File: src/rtl/remap_pkg.sv
package remap_pkg;
  localparam int ENTRY_W = 16;
  localparam int KEY_W   = 5;
  localparam int EW_W    = 2;
  localparam int REDIR_W = 7;
  localparam int ROWS    = 1 << KEY_W;

  typedef struct packed {
    logic               rsvd;
    logic [REDIR_W-1:0] redir;
    logic [EW_W-1:0]    ew;
    logic               is_int;
    logic [KEY_W-1:0]   key;
  } cfg_entry_t;

  typedef struct packed {
    logic [REDIR_W-1:0] redir;
    logic [EW_W-1:0]    ew;
  } row_t;

  typedef enum logic [1:0] {
    PRIV_USER  = 2'b00,
    PRIV_SUPER = 2'b01,
    PRIV_RSVD  = 2'b10,
    PRIV_MACH  = 2'b11
  } priv_e;
endpackage

File: src/rtl/remap_entry_store.sv
module remap_entry_store
  import remap_pkg::*;
#(
  parameter int XLEN        = 32,
  parameter int NUM_ENTRIES = 16,
  localparam int LANES      = XLEN / ENTRY_W,
  localparam int NUM_CSRS   = NUM_ENTRIES / LANES,
  localparam int SEL_W      = (NUM_CSRS > 1) ? $clog2(NUM_CSRS) : 1,
  localparam int IDX_W      = $clog2(NUM_ENTRIES)
) (
  input  logic             clk,
  input  logic             rst,
  input  logic             wr_en,
  input  logic [SEL_W-1:0] wr_sel,
  input  logic [XLEN-1:0]  wr_data,
  input  logic             hold,
  input  logic [IDX_W-1:0] rd_idx,
  output cfg_entry_t       rd_entry
);

  cfg_entry_t [NUM_ENTRIES-1:0] ent_q;

  // Each entry belongs to one register group and one lane inside it;
  // groups above the written one are wiped on the same edge.
  always_ff @(posedge clk) begin
    if (rst) begin
      ent_q <= '0;
    end else if (wr_en) begin
      for (int i = 0; i < NUM_ENTRIES; i++) begin
        if ((i / LANES) == int'(wr_sel))
          ent_q[i] <= cfg_entry_t'(wr_data[(i % LANES)*ENTRY_W +: ENTRY_W]);
        else if ((i / LANES) > int'(wr_sel))
          ent_q[i] <= '0;
      end
    end
  end

  assign rd_entry = ent_q[rd_idx];

  AST_FROZEN_WHILE_BUSY: assert property (@(posedge clk) disable iff (rst)
    hold |=> $stable(ent_q));

  AST_TOP_ENTRY_CLEARED: assert property (@(posedge clk) disable iff (rst)
    (wr_en && (int'(wr_sel) < NUM_CSRS-1)) |=> (ent_q[NUM_ENTRIES-1] == '0));

endmodule

File: src/rtl/remap_walker.sv
module remap_walker
  import remap_pkg::*;
#(
  parameter int NUM_ENTRIES = 16,
  parameter int USER_COUNT  = 16,
  parameter int PRIV_COUNT  = 4,
  localparam int CNT_W      = $clog2(NUM_ENTRIES + 1),
  localparam int IDX_W      = $clog2(NUM_ENTRIES)
) (
  input  logic             clk,
  input  logic             rst,
  input  logic             start,
  input  logic [1:0]       priv_mode,
  input  cfg_entry_t       entry,
  output logic             busy,
  output logic [IDX_W-1:0] ptr,
  output logic             upd_int,
  output logic             upd_fp,
  output logic [KEY_W-1:0] upd_key,
  output row_t             upd_row
);

  logic             busy_q;
  logic [IDX_W-1:0] ptr_q;
  logic [CNT_W-1:0] limit_q;
  logic             last;
  logic             occupied;

  assign last = ((CNT_W'(ptr_q) + CNT_W'(1)) == limit_q);

  always_ff @(posedge clk) begin
    if (rst) begin
      busy_q  <= 1'b0;
      ptr_q   <= '0;
      limit_q <= '0;
    end else if (start && !busy_q) begin
      busy_q  <= 1'b1;
      ptr_q   <= '0;
      limit_q <= (priv_e'(priv_mode) == PRIV_USER) ? CNT_W'(USER_COUNT)
                                                    : CNT_W'(PRIV_COUNT);
    end else if (busy_q) begin
      if (last) busy_q <= 1'b0;
      else      ptr_q  <= ptr_q + IDX_W'(1);
    end
  end

  assign occupied = (entry != '0);
  assign upd_int  = busy_q && occupied && entry.is_int;
  assign upd_fp   = busy_q && occupied && !entry.is_int;
  assign upd_key  = entry.key;
  assign upd_row  = '{redir: entry.redir, ew: entry.ew};
  assign busy     = busy_q;
  assign ptr      = ptr_q;

  AST_WALK_ENDS: assert property (@(posedge clk) disable iff (rst)
    (busy_q && last) |=> !busy_q);

  AST_PTR_STEP: assert property (@(posedge clk) disable iff (rst)
    (busy_q && !last) |=> (busy_q && ptr_q == $past(ptr_q) + IDX_W'(1)));

endmodule

File: src/rtl/remap_lookup_table.sv
module remap_lookup_table
  import remap_pkg::*;
(
  input  logic             clk,
  input  logic             rst,
  input  logic             clear,
  input  logic             wr_en,
  input  logic [KEY_W-1:0] wr_key,
  input  row_t             wr_row,
  input  logic [KEY_W-1:0] rd_key,
  output row_t             rd_row
);

  row_t mem [ROWS];

  always_ff @(posedge clk) begin
    if (rst || clear) begin
      for (int r = 0; r < ROWS; r++) mem[r] <= '0;
    end else if (wr_en) begin
      mem[wr_key] <= wr_row;
    end
  end

  assign rd_row = mem[rd_key];

  AST_NO_WR_ON_CLEAR: assert property (@(posedge clk) disable iff (rst)
    clear |-> !wr_en);

endmodule

File: src/rtl/remap_table_unpacker.sv
module remap_table_unpacker
  import remap_pkg::*;
#(
  parameter int XLEN        = 32,
  parameter int NUM_ENTRIES = 16,
  parameter int USER_COUNT  = 16,
  parameter int PRIV_COUNT  = 4,
  localparam int LANES      = XLEN / ENTRY_W,
  localparam int NUM_CSRS   = NUM_ENTRIES / LANES,
  localparam int SEL_W      = (NUM_CSRS > 1) ? $clog2(NUM_CSRS) : 1,
  localparam int IDX_W      = $clog2(NUM_ENTRIES)
) (
  input  logic               clk,
  input  logic               rst,
  input  logic               cfg_wr_en,
  input  logic [SEL_W-1:0]   cfg_wr_sel,
  input  logic [XLEN-1:0]    cfg_wr_data,
  input  logic [1:0]         priv_mode,
  output logic               walk_busy,
  output logic               lookup_ready,
  input  logic [KEY_W-1:0]   int_rd_key,
  output logic [REDIR_W-1:0] int_rd_redir,
  output logic [EW_W-1:0]    int_rd_ew,
  input  logic [KEY_W-1:0]   fp_rd_key,
  output logic [REDIR_W-1:0] fp_rd_redir,
  output logic [EW_W-1:0]    fp_rd_ew
);

  logic             wr_accept;
  logic [IDX_W-1:0] walk_ptr;
  cfg_entry_t       walk_entry;
  logic             upd_int;
  logic             upd_fp;
  logic [KEY_W-1:0] upd_key;
  row_t             upd_row;
  logic             tab_wr  [2];
  logic [KEY_W-1:0] tab_key [2];
  row_t             tab_rd  [2];

  assign wr_accept = cfg_wr_en && !walk_busy;

  remap_entry_store #(.XLEN(XLEN), .NUM_ENTRIES(NUM_ENTRIES)) u_store (
    .clk      (clk),
    .rst      (rst),
    .wr_en    (wr_accept),
    .wr_sel   (cfg_wr_sel),
    .wr_data  (cfg_wr_data),
    .hold     (walk_busy),
    .rd_idx   (walk_ptr),
    .rd_entry (walk_entry)
  );

  remap_walker #(
    .NUM_ENTRIES (NUM_ENTRIES),
    .USER_COUNT  (USER_COUNT),
    .PRIV_COUNT  (PRIV_COUNT)
  ) u_walker (
    .clk       (clk),
    .rst       (rst),
    .start     (wr_accept),
    .priv_mode (priv_mode),
    .entry     (walk_entry),
    .busy      (walk_busy),
    .ptr       (walk_ptr),
    .upd_int   (upd_int),
    .upd_fp    (upd_fp),
    .upd_key   (upd_key),
    .upd_row   (upd_row)
  );

  assign tab_wr[0]  = upd_int;
  assign tab_wr[1]  = upd_fp;
  assign tab_key[0] = int_rd_key;
  assign tab_key[1] = fp_rd_key;

  // Table 0 serves integer registers, table 1 floating-point registers.
  for (genvar t = 0; t < 2; t++) begin : g_tab
    remap_lookup_table u_tab (
      .clk    (clk),
      .rst    (rst),
      .clear  (wr_accept),
      .wr_en  (tab_wr[t]),
      .wr_key (upd_key),
      .wr_row (upd_row),
      .rd_key (tab_key[t]),
      .rd_row (tab_rd[t])
    );
  end

  assign int_rd_redir = tab_rd[0].redir;
  assign int_rd_ew    = tab_rd[0].ew;
  assign fp_rd_redir  = tab_rd[1].redir;
  assign fp_rd_ew     = tab_rd[1].ew;
  assign lookup_ready = !walk_busy;

  AST_BUSY_NEEDS_WRITE: assert property (@(posedge clk) disable iff (rst)
    $rose(walk_busy) |-> $past(cfg_wr_en));

  AST_BOTH_TABLES_EXCLUSIVE: assert property (@(posedge clk) disable iff (rst)
    !walk_busy |-> !(tab_wr[0] || tab_wr[1]));

endmodule

File: config.mk
export PLATFORM = sky130hd
export DESIGN_NAME = remap_table_unpacker
export DESIGN_NICKNAME = d
export VERILOG_FILES = /design/src/rtl/remap_pkg.sv /design/src/rtl/remap_entry_store.sv /design/src/rtl/remap_walker.sv /design/src/rtl/remap_lookup_table.sv /design/src/rtl/remap_table_unpacker.sv
export SDC_FILE = /design/constraint.sdc
export NUM_CORES = 1
export LEC_CHECK = 0
export BUFFER_PORTS_ARGS = -buffer_cell sky130_fd_sc_hd__buf_4
export CAP_MARGIN = 20
export CORE_UTILIZATION = 45
export CTS_CLUSTER_SIZE = 30
export DETAILED_ROUTE_END_ITERATION = 7
export PLACE_DENSITY = 0.62
export SYNTH_ARGS = -nofsm -noshare
export SYNTH_HDL_FRONTEND = slang
export SYNTH_SLANG_ARGS = --single-unit
File: constraint.sdc
create_clock -name clk -period 4.7 [get_ports clk]
set_input_delay 1.41 -clock clk [delete_from_list [all_inputs] [get_ports clk]]
set_output_delay 1.41 -clock clk [all_outputs]
set_load 0.05 [all_outputs]
# Yosys cells after proc, flatten, opt, wreduce, memory -nomap -nowiden
# Memories as Yosys holds them, arrays and structs flattened.
# Cells that the tools add are included.
# totals
word_cells	175
output_inout_bits	20
register_bits	266
ram_bits	576
mem_count	2
# op_classes
reduce_logical	30
n_lt_le_gt_ge	8
eq_ne	8
n_mux	41
bitwise	1
addsub	2
# memory_table
name	words	word_bits	rd	rd_ports_with_merged_regs	wr	line	rtl
g_tab[0].u_tab.mem	32	9	1	0	32	remap_lookup_table.sv:14	row_t mem [ROWS];
g_tab[1].u_tab.mem	32	9	1	0	32	remap_lookup_table.sv:14	
# op_table
operator	n
$mux W16	22
$bmux W16 S4	1
$mux W9	2
$reduce_and A2 Y1	9
$reduce_or A9 Y1	2
$reduce_bool A16 Y1	1
$mux W5	3
$reduce_bool A2 Y1	7
$mux W1	13
$eq A3 B3 Y1 const A	4
$gt A3 B3 Y1 const A	4
$eq A2 B3 Y1 const A	2
$gt A2 B3 Y1 const A	2
$add A4 B1 Y5 const B	1
$eq A5 B5 Y1	1
$logic_and A1 B1 Y1	5
$lt A4 B5 Y1 const B	1
$add A4 B1 Y4 const B	1
$eq A1 B3 Y1 const A	1
$gt A1 B3 Y1 const A	1
$logic_not A3 Y1	1
$logic_not A1 Y1	2
$logic_not A2 Y1	1
$reduce_or A2 Y1	1
2 further kinds	2

# Longest topological paths before layout
# depth
depth_word	10
depth_mapped	12
mapped_depth_nobuf	6

# Modules after synthesis
# From an unflattened synthesis, not the netlist that was laid out.
# hier_totals
hier_cells	2775
hier_area_um2	38252.9
# by_module_without_submodules
module	seq_area_each_um2	n_inst	area_each_um2	cells_each
remap_lookup_table	8648.3	2	13351.6	811
remap_entry_store	5124.9	1	11010.6	1089
remap_walker	140.1	1	529.3	62
remap_table_unpacker	0.0	1	10.0	2

# Worst setup path before layout
# No wires, ideal clock.
# synth_timing
path_kind	in2out
from	in fp_rd_key[0]
to	out fp_rd_ew[0]
slack_ns	-0.364
arrival_time_ns	3.654
n_path_buf	2
path_stages	5
cell_sequence	clkbuf_1 > buf_1 > mux4_2 > mux4_2 > mux2_2
# synth_via
elab_chain_cells	1
# synth_rtl
element	line	rtl
from (decl)	remap_table_unpacker.sv:24	input logic [KEY_W-1:0] fp_rd_key,
$mem_v2 Z32 W9	n/a	
to (decl)	remap_table_unpacker.sv:26	output logic [EW_W-1:0] fp_rd_ew
# No other way between the ends.

# Final worst setup path
# layout_timing
from	in int_rd_key[0]
to	out int_rd_redir[4]
# layout_via
elab_chain_cells	1
# layout_rtl
element	line	rtl
from (decl)	remap_table_unpacker.sv:21	input logic [KEY_W-1:0] int_rd_key,
$mem_v2 Z32 W9	n/a	
to (decl)	remap_table_unpacker.sv:22	output logic [REDIR_W-1:0] int_rd_redir,
# No other way between the ends.

==> flow_metrics.env <==
export IMPL_netlist_area_um2=36700
export IMPL_die_area_um2=82700
export IMPL_drc=4
export IMPL_avgViaCountPerCell=6.18
export IMPL_die_width_um=288
export IMPL_regToRegEndpoint="g_tab[1].u_tab.mem[20][1]$_SDFFCE_PN0P_"
export IMPL_min_period_ns=4.71
export IMPL_endpoint_kind="output pin"
export IMPL_min_period_over_period=1.00
export IMPL_routed_wl_mm=110
export IMPL_crit_path_max_incr_delay_ns=0.50
export IMPL_skew_ns=0.0307
export IMPL_status="finished with violations"
export IMPL_clk_pin_slew_worst_paths_ns=0.06
export IMPL_numCtsBuffers=88
export IMPL_setup_viol_count_final=2
export IMPL_drtIter0Drc=3204
export IMPL_first_pass_iters=8
export IMPL_grt_pass1_vias=24300
export IMPL_synth_simple_area_share=0.137
export IMPL_path_buf_inv=3
export IMPL_startpoint_type="input port"
export IMPL_synth_area_leaders="edfxtp_1 (47%), mux4_2 (14%), dfxtp_1 (14%)"
export IMPL_syn_to_final_growth_pct=13.8
export IMPL_muxShareOfSynthArea=0.156
export IMPL_design_core_area_um2=80700
export IMPL_setup_tns_ns=-0.0233
export IMPL_path_max_fanout=9
export IMPL_vias=25100
export IMPL_numPortBuffers=69
export IMPL_hold_depth=2
export IMPL_worstPathCellList="buf_16, bufbuf_16, mux4_2, mux4_2, mux2_4, buf_6"
export IMPL_whs_endpoint="u_store.ent_q[78]$_SDFFE_PP0P_"
export IMPL_synth_largest_area_cell="edfxtp_1"
export IMPL_grt_total_usage=0.267
export IMPL_preCtsSetupSlack_ns=-0.142
export IMPL_synth_xor_area_frac=0.00119
export IMPL_die_h_um=288
export IMPL_async_flop_share=0
export IMPL_hold_buffers=0
export IMPL_grt_pass1_wl_mm=162
export IMPL_slew_viol_final=0
export IMPL_io_pins=70
export IMPL_fin_util=0.518
export IMPL_regToRegSetupSlack_ns=0.45
export IMPL_drive_above_1_share=0.207
export IMPL_slew_headroom=0.254
export IMPL_hp_start="u_store.ent_q[78]$_SDFFE_PP0P_"
export IMPL_yosysWarningCount=0
export IMPL_synth_compound_area_frac=0.0579
export IMPL_critPathArrivalTime_ns=3.30
export IMPL_hold_violations=0
export IMPL_floorplan_initialDensity=0.455
export IMPL_cts_sinks=839
export IMPL_fin_hold_ws_ns=0.449
export IMPL_hp_class="reg -> reg"
export IMPL_clk_root_buffer_cell="clkbuf_16"
export IMPL_avgSynthCellArea_um2=12.5
export IMPL_fp_row_count=104
export IMPL_synth_edf_count=576
export IMPL_nNetsFinal=2978
export IMPL_violations="design-rule violations, negative setup slack"
export IMPL_gp_congestion=0.957
export IMPL_gr_total_overflow=0
export IMPL_worst_endpoint_required_ns=3.29
export IMPL_r2r_start="u_walker.ptr[2]$_SDFFE_PP0P_"
export IMPL_irDropWorstVdd_mv=0.304
export IMPL_place_inst=3887
export IMPL_synth_cell_types=55
export IMPL_grt_max_degree=138
export IMPL_ys_flop_type="edfxtp_1"
export IMPL_tightest_slew_ns=1.11
export IMPL_fin_cells=4057
export IMPL_worst_slack_ns=-0.0128
export IMPL_synth_common_cells="nor2_1 (700), edfxtp_1 (576), nand2_1 (334), dfxtp_1 (263), mux4_2 (234)"
export IMPL_ys_ff_latch=839
export IMPL_tritoncts="done"
export IMPL_crit_type="in -> out"
export IMPL_synth_top_family_by_area="multiplexers"
export IMPL_power_density_nw_per_um2=398
export IMPL_crit_slowest_cell="mux4_2"
export IMPL_yosysMostFrequentCell="nor2_1"
export IMPL_yosysTopAreaCellShare=0.471
export IMPL_synthAdderAreaFrac=0.000341
export IMPL_r2r_cells=7
export IMPL_h_tree_depth=3
export IMPL_syn_instance_count=2939
export IMPL_ys_seq_area_frac=0.614
export IMPL_max_freq_ghz=0.212
export IMPL_ant_nets=0
export IMPL_synth_nets=2990
export IMPL_place_hpwl_mm=72.5
export IMPL_crit_path_frequent_cell="mux4_2"
export IMPL_antenna_found_initial=1
export IMPL_cts_buffer_depth=3
export IMPL_drv_cap=0
export IMPL_wl_per_cell_um=27.2
export IMPL_rsz0062_at_grt="yes"
export IMPL_insertion_delay_ns=0.65
export IMPL_cpLargestDelayFamily="multiplexers"
export IMPL_power_leakage_nw=14.0
==> cell type report <==
type	instances	area, um^2
Fill cell	6762	38900
Multi-Input combinational cell	1799	13100
Tap cell	1060	1330
Inverter	23	86.3
Antenna cell	1	2.50
Clock inverter	47	418
Clock buffer	112	2430
Sequential cell	839	22600
Timing Repair Buffer	176	1840
==> placed cells by master (no fill, tap or decap), types with 5 or more instances in the layout <==
master / netlist / routed
clkinv_2: 0 / 16
nand2_2: 2 / 5
a21oi_1: 124 / 122
mux2_4: 0 / 5
mux2_2: 23 / 18
nor2b_1: 8 / 7
a32o_1: 25 / 25
nor3_1: 13 / 11
nor3_2: 7 / 8
dfxtp_1: 263 / 260
buf_4: 6 / 133
mux2i_1: 21 / 21
clkbuf_1: 210 / 14
mux4_2: 234 / 234
a32oi_1: 73 / 73
inv_1: 23 / 23
buf_6: 1 / 14
nand3_1: 108 / 108
o32ai_1: 10 / 10
a22o_1: 9 / 9
buf_12: 0 / 13
clkbuf_16: 0 / 95
clkbuf_8: 0 / 5
bufinv_16: 0 / 6
edfxtp_1: 576 / 576
nor2_1: 700 / 693
buf_16: 0 / 11
nand2_4: 8 / 8
a221oi_1: 8 / 5
clkinv_1: 0 / 12
nand2_1: 334 / 331
a22oi_1: 35 / 35
==> layer usage <==
metal | part of all wire | vias up | track usage
li1 | - | 10800 | -
met1 | 0.37 | 12700 | 0.346
met2 | 0.50 | 1414 | 0.445
met3 | 0.082 | 252 | 0.0360
met4 | 0.049 | 0 | 0.130
met5 | 0 | - | 0
==> timing repair <==
item / 4_1_cts / 5_1_grt
resized for setup: 39 / 4
endpoints found under the setup margin: 18 / 14
gates cloned: 7 / 3
endpoints found under the hold margin: 0 / 0
buffers inserted: 0 / 0
==> per-stage QoR <==
| stage | power (mW) | cell area (um^2) |
|---|---|---|
| finish | 16.7 | 41800 |
| global route | 17.1 | 41800 |
| CTS | 16.7 | 41700 |
| detailed placement | 9.82 | 38500 |
| global placement | 9.79 | 38500 |
| floorplan | 9.29 | 36800 |
==> where the power goes <==
part	switching, mW	total, mW	leakage, nW	internal [mW]
registers	0.211	8.43	8.40	8.22
clock network	2.93	6.92	1.39	3.99
logic	0.799	1.30	4.25	0.506
==> worst min-delay path: cells and delay by family, from the launching register on <==
| kind | cells | cell delay [ns] |
|---|---|---|
| compound gates | 1 | 0.05 |
| flops | 1 | 0.31 |
| simple gates | 1 | 0.05 |
==> how the worst max path moves through the flow <==
| stage | from | endpoint | slack, ns | depth (start not counted) |
|---|---|---|---|---|
| 4_1_cts | int_rd_key[0] | int_rd_redir[2] | 0.001 | 6 |
| 3_5_place_dp | fp_rd_key[0] | fp_rd_ew[0] | -0.14 | 6 |
| 5_1_grt | int_rd_key[0] | int_rd_redir[4] | -0.02 | 6 |
| 3_3_place_gp | fp_rd_key[0] | fp_rd_redir[4] | -0.09 | 6 |
| 2_1_floorplan | fp_rd_key[1] | fp_rd_ew[0] | 0.1 | 5 |
| 6_report | int_rd_key[0] | int_rd_redir[4] | -0.01 | 6 |
==> sequential cells by signal, summed over array words and instances, names as in the netlist <==
register and count:
g_tab.u_tab.mem 576, u_store.ent_q 256, u_walker.busy 1, u_walker.limit_q 2, u_walker.ptr 4
==> cells by family (layout without fill, tap and decap cells) <==
family / after synthesis / count (layout)
other: 0 / 1
muxes: 278 / 278
buffers and inverters: 301 / 358
adders and majority gates: 1 / 1
AOI/OAI and AO/OA: 299 / 299
DFF: 839 / 839
xor gates and xnor gates: 5 / 5
and+or+nand+nor: 1216 / 1216
Note: power is estimated with default switching activity, not from simulation.
